## config.mk

```make
export PLATFORM = sky130hd
export DESIGN_NAME = cascadable_counter
export DESIGN_NICKNAME = d
export VERILOG_FILES = /design/src/rtl/cnt_pkg.sv /design/src/rtl/cnt_mode_sel.sv /design/src/rtl/cnt_next.sv /design/src/rtl/cnt_term_dec.sv /design/src/rtl/cascadable_counter.sv
export SDC_FILE = /design/constraint.sdc
export NUM_CORES = 1
export LEC_CHECK = 0
export BUFFER_PORTS_ARGS = -buffer_cell sky130_fd_sc_hd__buf_4
export CORE_AREA = 2 2 39 41
export CTS_CLUSTER_SIZE = 8
export DETAILED_ROUTE_END_ITERATION = 10
export DIE_AREA = 0 0 41 43
export HOLD_SLACK_MARGIN = 0.03
export PLACE_DENSITY = 0.39
export RECOVER_POWER = 100
export SYNTH_ARGS = -nofsm -noshare
export SYNTH_HDL_FRONTEND = slang
export SYNTH_SLANG_ARGS = --single-unit
```

## constraint.sdc

```tcl
create_clock -name clk -period 1.5 [get_ports clk]
set_input_delay 0.3 -clock clk [delete_from_list [all_inputs] [get_ports clk]]
set_output_delay 0.3 -clock clk [all_outputs]
set_load 0.03 [all_outputs]
```

## src/rtl/cnt_pkg.sv

```systemverilog
package cnt_pkg;

    // Action taken by the counter on the coming rising edge, listed in priority order.
    typedef enum logic [1:0] {
        ACT_CLEAR = 2'd0,
        ACT_LOAD  = 2'd1,
        ACT_STEP  = 2'd2,
        ACT_KEEP  = 2'd3
    } cnt_act_e;

endpackage

```

## src/rtl/cnt_mode_sel.sv

```systemverilog
module cnt_mode_sel
    import cnt_pkg::*;
(
    input  logic     sync_clr,
    input  logic     load_n,
    input  logic     en_par,
    input  logic     en_chain,
    output cnt_act_e act
);

    // Fixed priority: clear, then load, then step, then keep.
    always_comb begin
        if (sync_clr) begin
            act = ACT_CLEAR;
        end else if (!load_n) begin
            act = ACT_LOAD;
        end else if (en_par && en_chain) begin
            act = ACT_STEP;
        end else begin
            act = ACT_KEEP;
        end
    end

endmodule

```

## src/rtl/cnt_next.sv

```systemverilog
module cnt_next
    import cnt_pkg::*;
#(
    parameter int WIDTH = 4
) (
    input  cnt_act_e         act,
    input  logic [WIDTH-1:0] cur,
    input  logic [WIDTH-1:0] data_in,
    output logic [WIDTH-1:0] nxt
);

    localparam logic [WIDTH-1:0] ONE = {{(WIDTH-1){1'b0}}, 1'b1};

    logic [WIDTH-1:0] inc_value;

    // The adder drops the carry out, so the count wraps modulo 2^WIDTH.
    assign inc_value = cur + ONE;

    always_comb begin
        unique case (act)
            ACT_CLEAR: nxt = '0;
            ACT_LOAD:  nxt = data_in;
            ACT_STEP:  nxt = inc_value;
            default:   nxt = cur;
        endcase
    end

endmodule

```

## src/rtl/cnt_term_dec.sv

```systemverilog
module cnt_term_dec #(
    parameter int WIDTH = 4
) (
    input  logic [WIDTH-1:0] cur,
    input  logic             en_chain,
    output logic             term_cnt
);

    logic all_ones;

    assign all_ones = &cur;

    // Combinational, so the next stage sees en_chain changes within the same cycle.
    assign term_cnt = en_chain & all_ones;

endmodule

```

## src/rtl/cascadable_counter.sv

```systemverilog
module cascadable_counter
    import cnt_pkg::*;
#(
    parameter int WIDTH       = 4,
    parameter bit ASYNC_CLEAR = 1'b1
) (
    input  logic             clk,
    input  logic             rst_n,
    input  logic             load_n,
    input  logic             en_par,
    input  logic             en_chain,
    input  logic [WIDTH-1:0] data_in,
    output logic [WIDTH-1:0] count,
    output logic             term_cnt
);

    localparam logic [WIDTH-1:0] TOP_VAL = {WIDTH{1'b1}};
    localparam logic [WIDTH-1:0] ONE     = {{(WIDTH-1){1'b0}}, 1'b1};

    typedef struct packed {
        logic [WIDTH-1:0] value;
    } cnt_state_t;

    cnt_state_t       st_d;
    cnt_state_t       st_q;
    cnt_act_e         act;
    logic             sync_clr;
    logic [WIDTH-1:0] nxt_value;

    // In immediate-reset builds the edge-sampled clear is never used.
    assign sync_clr = ASYNC_CLEAR ? 1'b0 : !rst_n;

    cnt_mode_sel u_sel (
        .sync_clr (sync_clr),
        .load_n   (load_n),
        .en_par   (en_par),
        .en_chain (en_chain),
        .act      (act)
    );

    cnt_next #(.WIDTH(WIDTH)) u_next (
        .act     (act),
        .cur     (st_q.value),
        .data_in (data_in),
        .nxt     (nxt_value)
    );

    cnt_term_dec #(.WIDTH(WIDTH)) u_term (
        .cur      (st_q.value),
        .en_chain (en_chain),
        .term_cnt (term_cnt)
    );

    always_comb begin
        st_d       = st_q;
        st_d.value = nxt_value;
    end

    generate
        if (ASYNC_CLEAR) begin : g_async_clr
            always_ff @(posedge clk or negedge rst_n) begin
                if (!rst_n) begin
                    st_q <= '0;
                end else begin
                    st_q <= st_d;
                end
            end

            // while reset is held low, the state reads zero at every edge.
            always @(posedge clk) begin
                if (!rst_n) begin
                    assert_async_clear_R6: assert (count == '0)
                        else $error("R6 count not cleared by immediate reset");
                end
            end
        end else begin : g_sync_clr
            always_ff @(posedge clk) begin
                st_q <= st_d;
            end

            // the first edge with reset released sees a cleared state.
            assert_sync_clear_R7: assert property (@(posedge clk) disable iff (!rst_n)
                $rose(rst_n) |-> count == '0);
        end
    endgenerate

    assign count = st_q.value;

    assert_load_R1: assert property (@(posedge clk) disable iff (!rst_n)
        !load_n |=> count == $past(data_in));

    assert_step_R2: assert property (@(posedge clk) disable iff (!rst_n)
        (load_n && en_par && en_chain) |=> count == WIDTH'($past(count) + ONE));

    assert_hold_R3: assert property (@(posedge clk) disable iff (!rst_n)
        (load_n && !(en_par && en_chain)) |=> $stable(count));

    assert_wrap_R4: assert property (@(posedge clk) disable iff (!rst_n)
        (load_n && en_par && en_chain && count == TOP_VAL) |=> count == '0);

    assert_term_R5: assert property (@(posedge clk) disable iff (!rst_n)
        term_cnt == (en_chain && count == TOP_VAL));

endmodule

```

* Word-level counts from Yosys, hierarchy flattened
Cells that the tools add are included.
** Storage, ports and cells
- Register bits :: 4
- Input port bits :: 9
- Output and inout bits :: 5
- Word-level logic and storage cells :: 12
** Cells by class
- Add/sub/neg operators :: 1
- Eq/ne operators :: 2
- Mux-type cells :: 3
- Bitwise operators :: 1
- Reduce and logical (&&, ||, !) cells :: 4
** Operator list (count)
- $pmux 4 s3 :: 1
- $add 4x1->4 const B :: 1
- $reduce_and 4->1 :: 1
- $reduce_bool 3->1 :: 1
- $eq 2x1->1 const B :: 1
- $eq 2x2->1 const B :: 1
- $logic_not 2->1 :: 1
- $mux 2 :: 1
- $and 1x1->1 :: 1
- $logic_and 1x1->1 :: 1
- $mux 1 :: 1

* Longest topological paths before layout
Gate-level depths: netlist (run 1).
- Depth in word-level cells :: 5
- Mapped depth :: 4

* By module
Synthesis (run 1) repeated with hierarchy kept, for this count alone.
** Unflattened totals
- Cells, all modules :: 29
- Area, all modules :: 287.8 µm²
** By module, submodules not included
- cnt_next :: times used 1, cells an instance 19, area each 158.9 µm², seq. area each 0.0 µm²
- cascadable_counter :: times used 1, cells an instance 5, area each 103.8 µm², seq. area each 100.1 µm²
- cnt_mode_sel :: times used 1, cells an instance 2, area each 12.5 µm², seq. area each 0.0 µm²
- cnt_term_dec :: times used 1, cells an instance 3, area each 12.5 µm², seq. area each 0.0 µm²

* Worst setup path after synthesis (run 1)
OpenSTA, ideal clock, no wires.
- Path type :: register to output
- Start point :: register st_q (netlist bit count[0])
- End point :: output port term_cnt
- Arrival :: 1.056 ns
- Required time :: 1.200 ns
- Setup slack :: 0.144 ns
- Cell stages (with the launch flop) :: 3
- Path buffers :: 0
- Path through :: dfrtp_1 ha_1 and4_2
** Between the ends
- Word-level cells in the longest chain between the ends :: 2
** RTL lines
- from (decl) :: line cascadable_counter.sv:25 : cnt_state_t st_q;
- from (signal assigned) :: line cascadable_counter.sv:65 : st_q <= st_d;
- $reduce_and 4->1 :: line cnt_term_dec.sv:11 : assign all_ones = &cur;
- $and 1x1->1 :: line cnt_term_dec.sv:14 : assign term_cnt = en_chain & all_ones;
- to (decl) :: line cascadable_counter.sv:14 : output logic term_cnt
Every way passes these cells.

* Final worst setup path (run 1)
- Start point :: register st_q (netlist bit count[1])
- End point :: output port term_cnt
The elaborated chain is that of the path after synthesis.

==> results of run 1 <==
[area by class of cell]
type                       instances  area [µm²]  area share [%]
sequential                         4         100            27.2
multi-input combinational         18         116            31.6
tap                               16        20.0            5.44
clock buffer                       3        22.5            6.12
timing repair buffer              17         109            29.6
[how the worst min path moves through the flow]
| stage | startpoint | end | slack, ns |
|---|---|---|---|
| global route | load_n | count[1]$_DFFE_PN0P_ | 0.32 |
| CTS | load_n | count[1]$_DFFE_PN0P_ | 0.30 |
| detailed placement | rst_n | count[2]$_DFFE_PN0P_ | 0.10 |
| global placement | rst_n | count[2]$_DFFE_PN0P_ | 0.10 |
| finish | load_n | count[1]$_DFFE_PN0P_ | 0.30 |
| floorplan | rst_n | count[0]$_DFFE_PN0P_ | 0.004 |
[report_power, final]
| group | internal, W | switching, W |
|---|---|---|
| clock network | 0.0000897 | 0.0000473 |
| registers | 0.000121 | 0.0000102 |
| logic | 0.0000494 | 0.0000652 |
| total | 0.000260 | 0.000123 |
[stage by stage]
step / hold WS [ns] / total power (W) / instance area, µm² / util, % / instances
after CTS: 0.298 / 0.000393 / 372 / 26.9 / 56
after detailed placement: 0.103 / 0.000246 / 332 / 24.0 / 51
final: 0.296 / 0.000383 / 368 / 26.6 / 58
after global placement: 0.103 / 0.000245 / 332 / 24.0 / 51
after floorplan: 0.00441 / 0.000195 / 218 / - / 23
after global routing: 0.318 / 0.000404 / 368 / 26.6 / 58
[per-layer routing]
metal | GRT usage, % | vias to the layer above
met5 | 0 | -
met4 | 6.00 | 0
met3 | 3.66 | 0
met2 | 9.38 | 13
met1 | 9.35 | 93
li1 | - | 120
[synthesized netlist by cell type (all sizes together)]
cell / instances
or3: 1
o21ai: 1
nand3: 2
ha: 1
dfrtp: 4
mux2i: 1
clkbuf: 1
nor2: 4
nand2: 1
and4: 1
a21oi: 3
xor2: 2
a31oi: 1
[worst max-delay path, cell delays in order (launching register included)]
cell and delay (ns):
dfrtp_1 0.39, ha_2 0.18, and4_2 0.17, buf_4 0.16
[cells in the final DEF (no fill, tap or decap)]
cell / Yosys / routed
and4_2: 1 / 1
o21ai_0: 1 / 1
xor2_1: 2 / 2
dfrtp_1: 4 / 4
or3_1: 1 / 1
buf_4: 0 / 10
clkbuf_2: 0 / 1
a21oi_1: 3 / 3
nand2_2: 1 / 1
clkbuf_1: 1 / 5
clkbuf_4: 0 / 3
a31oi_1: 1 / 1
nor2_1: 4 / 4
dlygate4sd3_1: 0 / 1
nand3_1: 2 / 2
ha_2: 0 / 1
mux2i_1: 1 / 1
[what timing repair did]
action,4_1_cts,5_1_grt
endpoints found under the setup margin,1,1
gates resized for setup,0,1
setup buffers,1,2
hold buffers,1,0
hold endpoints to repair,4,0
[cell families after synthesis]
kind of cell | after synthesis
simple gates | 9
compound gates | 5
flops | 4
xor+xnor | 2
buf+inv | 1
mux | 1
fa+ha+maj | 1
==> results.yml, run 1 <==
outcome:
  status: "completed"
synthesis:
  synth_top_family_by_area: "simple AND/OR/NAND/NOR gates"
  synthAdderAreaFrac_pct: 5.75
  ys_types: 13
  synth_seq_cells: 4
  synth_nets: 33
  syn-mean-instance-area_um2: 9.47
  yosysTopAreaCellShare_pct: 46.0
  synth_compound_area_share_pct: 12.1
  synth_simple_gate_area_share_pct: 21.8
  synth_top_cell_by_area: "dfrtp_1"
  yosysWarnings: 0
  synth_seq_area_share_pct: 46.0
  synth.area.mux_share_pct: 4.60
  synth_xor_area_share_pct: 8.05
  synthTopCellsByArea: "dfrtp_1, xor2_1, a21oi_1"
  syn_inst: 23
  netlist_area_um2: 218
critical_path:
  cp_data_required_time_ns: 1.20
  startpoint: "count[1]$_DFFE_PN0P_"
  startpoint_type: "flip-flop"
  crit_path_end_kind: "output pin"
  timing.reg2reg.setup_slack_ns: 0.31
  rr_startpoint: "count[0]$_DFFE_PN0P_"
  reg2reg_depth: 4
  crit_path_end: "term_cnt"
  crit_type: "reg -> out"
  arrival_ns: 1.14
  cp_max_fo: 3
  reg2reg_to: "count[3]$_DFFE_PN0P_"
placed_design:
  gp_congestion: 0.636
  portBuffers: 13
  hpwl_um: 441
  post-place-ws_ns: 0.231
grt:
  antenna_found_initial: 0
  grt_pass1_vias: 230
  grt_pass1_wl_um: 841
  grtUsageTotal_pct: 7.54
  grt-ovfl-total: 0
  grt_max_degree: 9
sta:
  finalClockSkew_ns: 0.00518
  rsz0062_at_grt: "false"
  finalCritPeriodShare_pct: 95.8
  fmax_ghz: 0.696
  setup_viol_count_final: 0
  hold_viol: 0
  final_max_slew_viol_count: 0
  worstMarginPinSlew_ns: 0.368
  setup_ws_ns: 0.0626
  finalSetupTns_ns: 0
  fin_crit_ns: 1.44
  max-slew-margin-rel_pct: 75.6
detailed_routing:
  route.met3.wl_um: 83
  first_iter_violations: 0
  first_pass_iters: 1
  viasPerCell: 3.90
  drt_wl_total_um: 574
  wl_per_cell_um: 9.90
  highest_layer: "met3"
  met2RoutedLength_um: 223
  drc_errors: 0
  wirelength_met1_um: 268
  ant_nets: 0
  vias: 226
clock_network:
  path_clk_slew_ns: 0.04
  cts_tree: "yes"
  numCtsBuffers: 3
  clock_path_buffers: 2
  clkLatencyLatePin_ns: 0.24
  cts_root_buf: "clkbuf_4"
  htreeDepth: 1
  clock_sinks: 4
finish:
  diodes: 0
  largest_register_ffs: 4
  synthToLayoutAreaGrowth_pct: 69.0
  nets: 54
  drive_gt1_share_pct: 40.5
  n_fill_cell: 160
power:
  irDropWorstVdd_v: 0.000336
  leakage_nw: 0.165
  power_density_nw_per_um2: 1040
die:
  io_pins: 14
  rows: 14
  initial_core_util_pct: 15.7
  die_area_um2: 1760
  die_w_um: 41
  fp.coreArea_um2: 1380
  fp.dieH_um: 43
worst_hold_path:
  worstHoldPathCells: 2
  hold_path.class: "in -> reg"
job:
  cap_violations: 0
(Power assumes the default switching activity.)
==> run 2, diff against run 1 <==
--- a/config.mk
+++ b/config.mk
@@ -13,6 +13,7 @@
 export HOLD_SLACK_MARGIN = 0.03
 export PLACE_DENSITY = 0.39
 export RECOVER_POWER = 100
+export SETUP_SLACK_MARGIN = 0.2
 export SYNTH_ARGS = -nofsm -noshare
 export SYNTH_HDL_FRONTEND = slang
 export SYNTH_SLANG_ARGS = --single-unit
==> run 2 against run 1 <==
Net effect:
- setup slack better by 0.028 ns
- highest routed layer unchanged
- first-iteration DRC count stayed put
- via count is 4.0% higher
- critical path type unchanged
==> results.yml, run 2 (same netlist as run 1, synthesis figures left out) <==
detailed_routing:
  drt_wl_total_um: 555
  ant_nets: 0
  vias: 235
  drc_errors: 0
  first_pass_iters: 1
  viasPerCell: 4.12
  wl_per_cell_um: 9.74
  first_iter_violations: 0
sta:
  rsz0062_at_grt: "true"
  max-slew-margin-rel_pct: 75.5
  setup_ws_ns: 0.0904
  finalClockSkew_ns: 0.00426
  setup_viol_count_final: 0
  final_max_slew_viol_count: 0
  finalCritPeriodShare_pct: 94.0
  worstMarginPinSlew_ns: 0.369
  hold_viol: 0
  fin_crit_ns: 1.41
  fmax_ghz: 0.709
  finalSetupTns_ns: 0
finish:
  stdcell_count: 57
  drive_gt1_share_pct: 46.3
  n_fill_cell: 161
  utilization_pct: 27.1
  nets: 53
  final_cell_mix: "buf_4, nor2_1, clkbuf_4, clkbuf_1, a21oi_1"
  final_common_cell: "buf_4"
  diodes: 0
  stdcell_area_um2: 375
  synthToLayoutAreaGrowth_pct: 72.4
  largest_register_ffs: 4
worst_hold_path:
  hold_path.class: "in -> reg"
die:
  fp.dieH_um: 43
  die_w_um: 41
  initial_core_util_pct: 15.7
  io_pins: 14
  die_area_um2: 1760
  rows: 14
  fp.coreArea_um2: 1380
clock_network:
  clock_path_buffers: 2
  cts_tree: "yes"
  numCtsBuffers: 3
  cts_root_buf: "clkbuf_4"
  clkLatencyLatePin_ns: 0.23
  clock_sinks: 4
  path_clk_slew_ns: 0.04
  htreeDepth: 1
job:
  cap_violations: 0
grt:
  grt-ovfl-total: 0
  grt_max_degree: 9
  grt_pass1_vias: 232
  grt_pass1_wl_um: 890
  grtUsageTotal_pct: 7.85
  antenna_found_initial: 0
placed_design:
  gp_congestion: 0.688
  placed_area_um2: 334
  portBuffers: 13
  post-place-ws_ns: 0.245
  dp_cells: 51
outcome:
  status: "completed"
critical_path:
  startpoint_type: "flip-flop"
  cp_data_required_time_ns: 1.20
  crit_type: "reg -> out"
  arrival_ns: 1.11
  crit_path_end_kind: "output pin"
  timing.reg2reg.setup_slack_ns: 0.28
  cp_max_fo: 2
power:
  leakage_nw: 0.163
  power_density_nw_per_um2: 1010
  irDropWorstVdd_v: 0.000199
[run 2: area by class of cell]
type / count / area, µm² / area share [%]
clock buffer: 3 / 22.5 / 6.00
tap: 16 / 20.0 / 5.33
multi-input combinational: 18 / 128 / 34.0
timing repair buffer: 16 / 103 / 27.3
sequential: 4 / 103 / 27.3
[run 2: per-stage QoR]
step	power [W]	hold slack [ns]
final	0.000379	0.309
after global routing	0.000410	0.316
after CTS	0.000403	0.305
after detailed placement	0.000247	0.0995
after global placement	0.000246	0.101
after floorplan	0.000197	0.00441
[run 2: path summary, 6_finish.rpt]
check                                          start                    to  cells past startpoint
worst max-delay path            count[1]$_DFFE_PN0P_              term_cnt                      3
worst min-delay path                          load_n  count[2]$_DFFE_PN0P_                      2
worst max register to register  count[0]$_DFFE_PN0P_  count[3]$_DFFE_PN0P_                      4
worst min register to register  count[3]$_DFFE_PN0P_  count[3]$_DFFE_PN0P_                      2
max in group asynchronous                      rst_n  count[0]$_DFFE_PN0P_                      2
min in group asynchronous                      rst_n  count[2]$_DFFE_PN0P_                      2
[run 2: critical path, cell delays in order (launching register included)]
cell,delay [ns]
dfrtp_2,0.42
ha_4,0.16
and4_4,0.13
clkbuf_4,0.17
[run 2: power by group]
part	internal [W]	switching [W]	total, W
logic	0.0000502	0.0000655	0.000116
clock network	0.0000891	0.0000381	0.000127
registers	0.000123	0.0000133	0.000136
[run 2: what timing repair did]
item                                    in CTS  in global routing
setup buffers                                2                  0
endpoints found under the setup margin       1                  1
hold buffers                                 1                  0
gates resized for setup                      4                  0
pin swaps                                    1                  0
hold endpoints to repair                     4                  0
cloned                                       0                  0
[run 2: metal layers]
metal	global-route usage (%)	wire [µm]	vias to the layer above
met3	3.14	77	0
met4	6.00	0	0
met5	0	0	-
li1	-	-	119
met1	9.39	233	104
met2	10.6	245	12
==> run 3, diff against run 2 <==
--- a/config.mk
+++ b/config.mk
@@ -11,9 +11,10 @@
 export DETAILED_ROUTE_END_ITERATION = 10
 export DIE_AREA = 0 0 41 43
 export HOLD_SLACK_MARGIN = 0.03
-export PLACE_DENSITY = 0.39
+export PLACE_DENSITY = 0.47
 export RECOVER_POWER = 100
 export SETUP_SLACK_MARGIN = 0.2
+export SKIP_LAST_GASP = 1
 export SYNTH_ARGS = -nofsm -noshare
 export SYNTH_HDL_FRONTEND = slang
 export SYNTH_SLANG_ARGS = --single-unit
==> run 3 against run 2 <==
Net effect:
- cell area did not move
- combinational power barely moved
- hold slack got worse by 0.021 ns
- setup slack improved by 0.00059 ns
- largest power group is now clock
- sequential share of layout area did not move
- register-to-register slack improved by 0.04 ns
- total power rose by 3.4%
- clock skew fell by 0.0020 ns
==> results.yml, run 3 (same netlist as run 1, synthesis figures left out) <==
detailed_routing:
  first_iter_violations: 3
  drt_wl_total_um: 620
  drc_errors: 0
  vias: 238
  wl_per_cell_um: 10.9
  viasPerCell: 4.18
  first_pass_iters: 2
  ant_nets: 0
sta:
  worstMarginPinSlew_ns: 0.379
  finalSetupTns_ns: 0
  max-slew-margin-rel_pct: 74.8
  rsz0062_at_grt: "true"
  setup_viol_count_final: 0
  finalClockSkew_ns: 0.00222
  hold_viol: 0
  final_max_slew_viol_count: 0
  finalCritPeriodShare_pct: 93.9
  fmax_ghz: 0.710
  fin_crit_ns: 1.41
critical_path:
  path_cells: "ha_4, and4_4, buf_4"
  crit_path_end_kind: "output pin"
  crit_type: "reg -> out"
  arrival_ns: 1.11
  cp_max_fo: 2
  max_stage_delay_ns: 0.42
  cp_data_required_time_ns: 1.20
  startpoint_type: "flip-flop"
  crit_slowest_cell: "dfrtp_2"
clock_network:
  path_clk_slew_ns: 0.04
  clkLatencyLatePin_ns: 0.24
  cts_root_buf: "clkbuf_4"
  clock_sinks: 4
  clock_path_buffers: 2
  cts_tree: "yes"
  numCtsBuffers: 3
  htreeDepth: 1
grt:
  grt_pass1_vias: 224
  grt_pass1_wl_um: 1010
  grt-ovfl-total: 0
  grtUsageTotal_pct: 9.35
  grt_max_degree: 9
  antenna_found_initial: 0
power:
  seqPwrFrac_pct: 34.8
  power_frac_clock_pct: 35.4
  leakage_nw: 0.164
  irDropWorstVdd_v: 0.000400
  power_density_nw_per_um2: 1040
  power_frac_comb_pct: 29.8
  power_switching_w: 0.000128
  p_int_w: 0.000264
  power.share.switching_pct: 32.7
die:
  rows: 14
  io_pins: 14
  fp.coreArea_um2: 1380
  die_w_um: 41
  initial_core_util_pct: 15.7
  die_area_um2: 1760
  fp.dieH_um: 43
finish:
  largest_register_ffs: 4
  final_common_cell: "buf_4"
  diodes: 0
  synthToLayoutAreaGrowth_pct: 72.4
  final_cell_mix: "buf_4, nor2_1, clkbuf_1"
  drive_gt1_share_pct: 46.3
  utilization_pct: 27.1
  nets: 53
placed_design:
  portBuffers: 13
  gp_congestion: 0.755
job:
  cap_violations: 0
worst_hold_path:
  hold_path.class: "in -> reg"
outcome:
  status: "completed"
run 3: changes by cell type in the layout (fill, tap and decap cells not counted), sizes merged:
cell,change
buf,+1
clkbuf,-1
run 3: layout make-up:
type / count / area (µm²)
multi-input cells: 18 / 128
flip-flops and latches: 4 / 103
clock buffers: 3 / 22.5
well taps: 16 / 20.0
repair buffers: 16 / 103
fillers: 154 / 1010
run 3: path summary, 6_finish.rpt:
kind,from,to,cells after the start,slack (ns)
max,count[1]$_DFFE_PN0P_,term_cnt,3,0.09
min,load_n,count[1]$_DFFE_PN0P_,2,0.29
max reg2reg,count[0]$_DFFE_PN0P_,count[3]$_DFFE_PN0P_,4,0.32
min reg2reg,count[3]$_DFFE_PN0P_,count[3]$_DFFE_PN0P_,2,0.61
max in group asynchronous,rst_n,count[0]$_DFFE_PN0P_,2,0.84
min in group asynchronous,rst_n,count[3]$_DFFE_PN0P_,2,0.44
run 3: metrics by stage:
| stage | std cells | setup slack [ns] | instance area, µm² | hold slack, ns | total power, W |
|---|---|---|---|---|---|
| 2_1_floorplan | 23 | 0.250 | 220 | 0.00441 | 0.000197 |
| 3_3_place_gp | 51 | 0.253 | 334 | 0.102 | 0.000248 |
| 3_5_place_dp | 51 | 0.240 | 334 | 0.103 | 0.000248 |
| 4_1_cts | 57 | 0.103 | 399 | 0.289 | 0.000416 |
| 5_1_grt | 57 | 0.0557 | 375 | 0.296 | 0.000429 |
| 6_report | 57 | 0.0910 | 375 | 0.287 | 0.000392 |
run 3: critical path: cells and delay by family (launching register included):
kind,cells,cell delay (ns)
buffers and inverters,1,0.16
and+or+nand+nor,1,0.13
DFF,1,0.42
adders and majority gates,1,0.16
run 3: power by group through the flow:
stage | Combinational (W) | Clock [W] | Sequential (W)
6_report | 0.000117 | 0.000139 | 0.000136
5_1_grt | 0.000131 | 0.000159 | 0.000139
4_1_cts | 0.000133 | 0.000146 | 0.000136
3_5_place_dp | 0.000111 | 0 | 0.000138
3_3_place_gp | 0.000109 | 0 | 0.000138
2_1_floorplan | 0.0000355 | 0 | 0.000161
run 3: timing repair:
action	4_1_cts	5_1_grt
pin swaps	1	1
setup endpoints to repair	1	1
cloned	0	0
setup buffers	2	0
hold endpoints to repair	4	0
resized for setup	4	0
hold buffers	1	0
run 3: layer usage:
| layer | vias to the layer above | track usage [%] | wire length, µm | share of wire [%] |
|---|---|---|---|---|
| met5 | - | 0 | 0 | 0 |
| met4 | 0 | 10.0 | 8 | 1.3 |
| met3 | 2 | 4.71 | 96 | 15 |
| met2 | 14 | 9.06 | 231 | 37 |
| met1 | 99 | 12.9 | 283 | 46 |
| li1 | 123 | - | - | - |
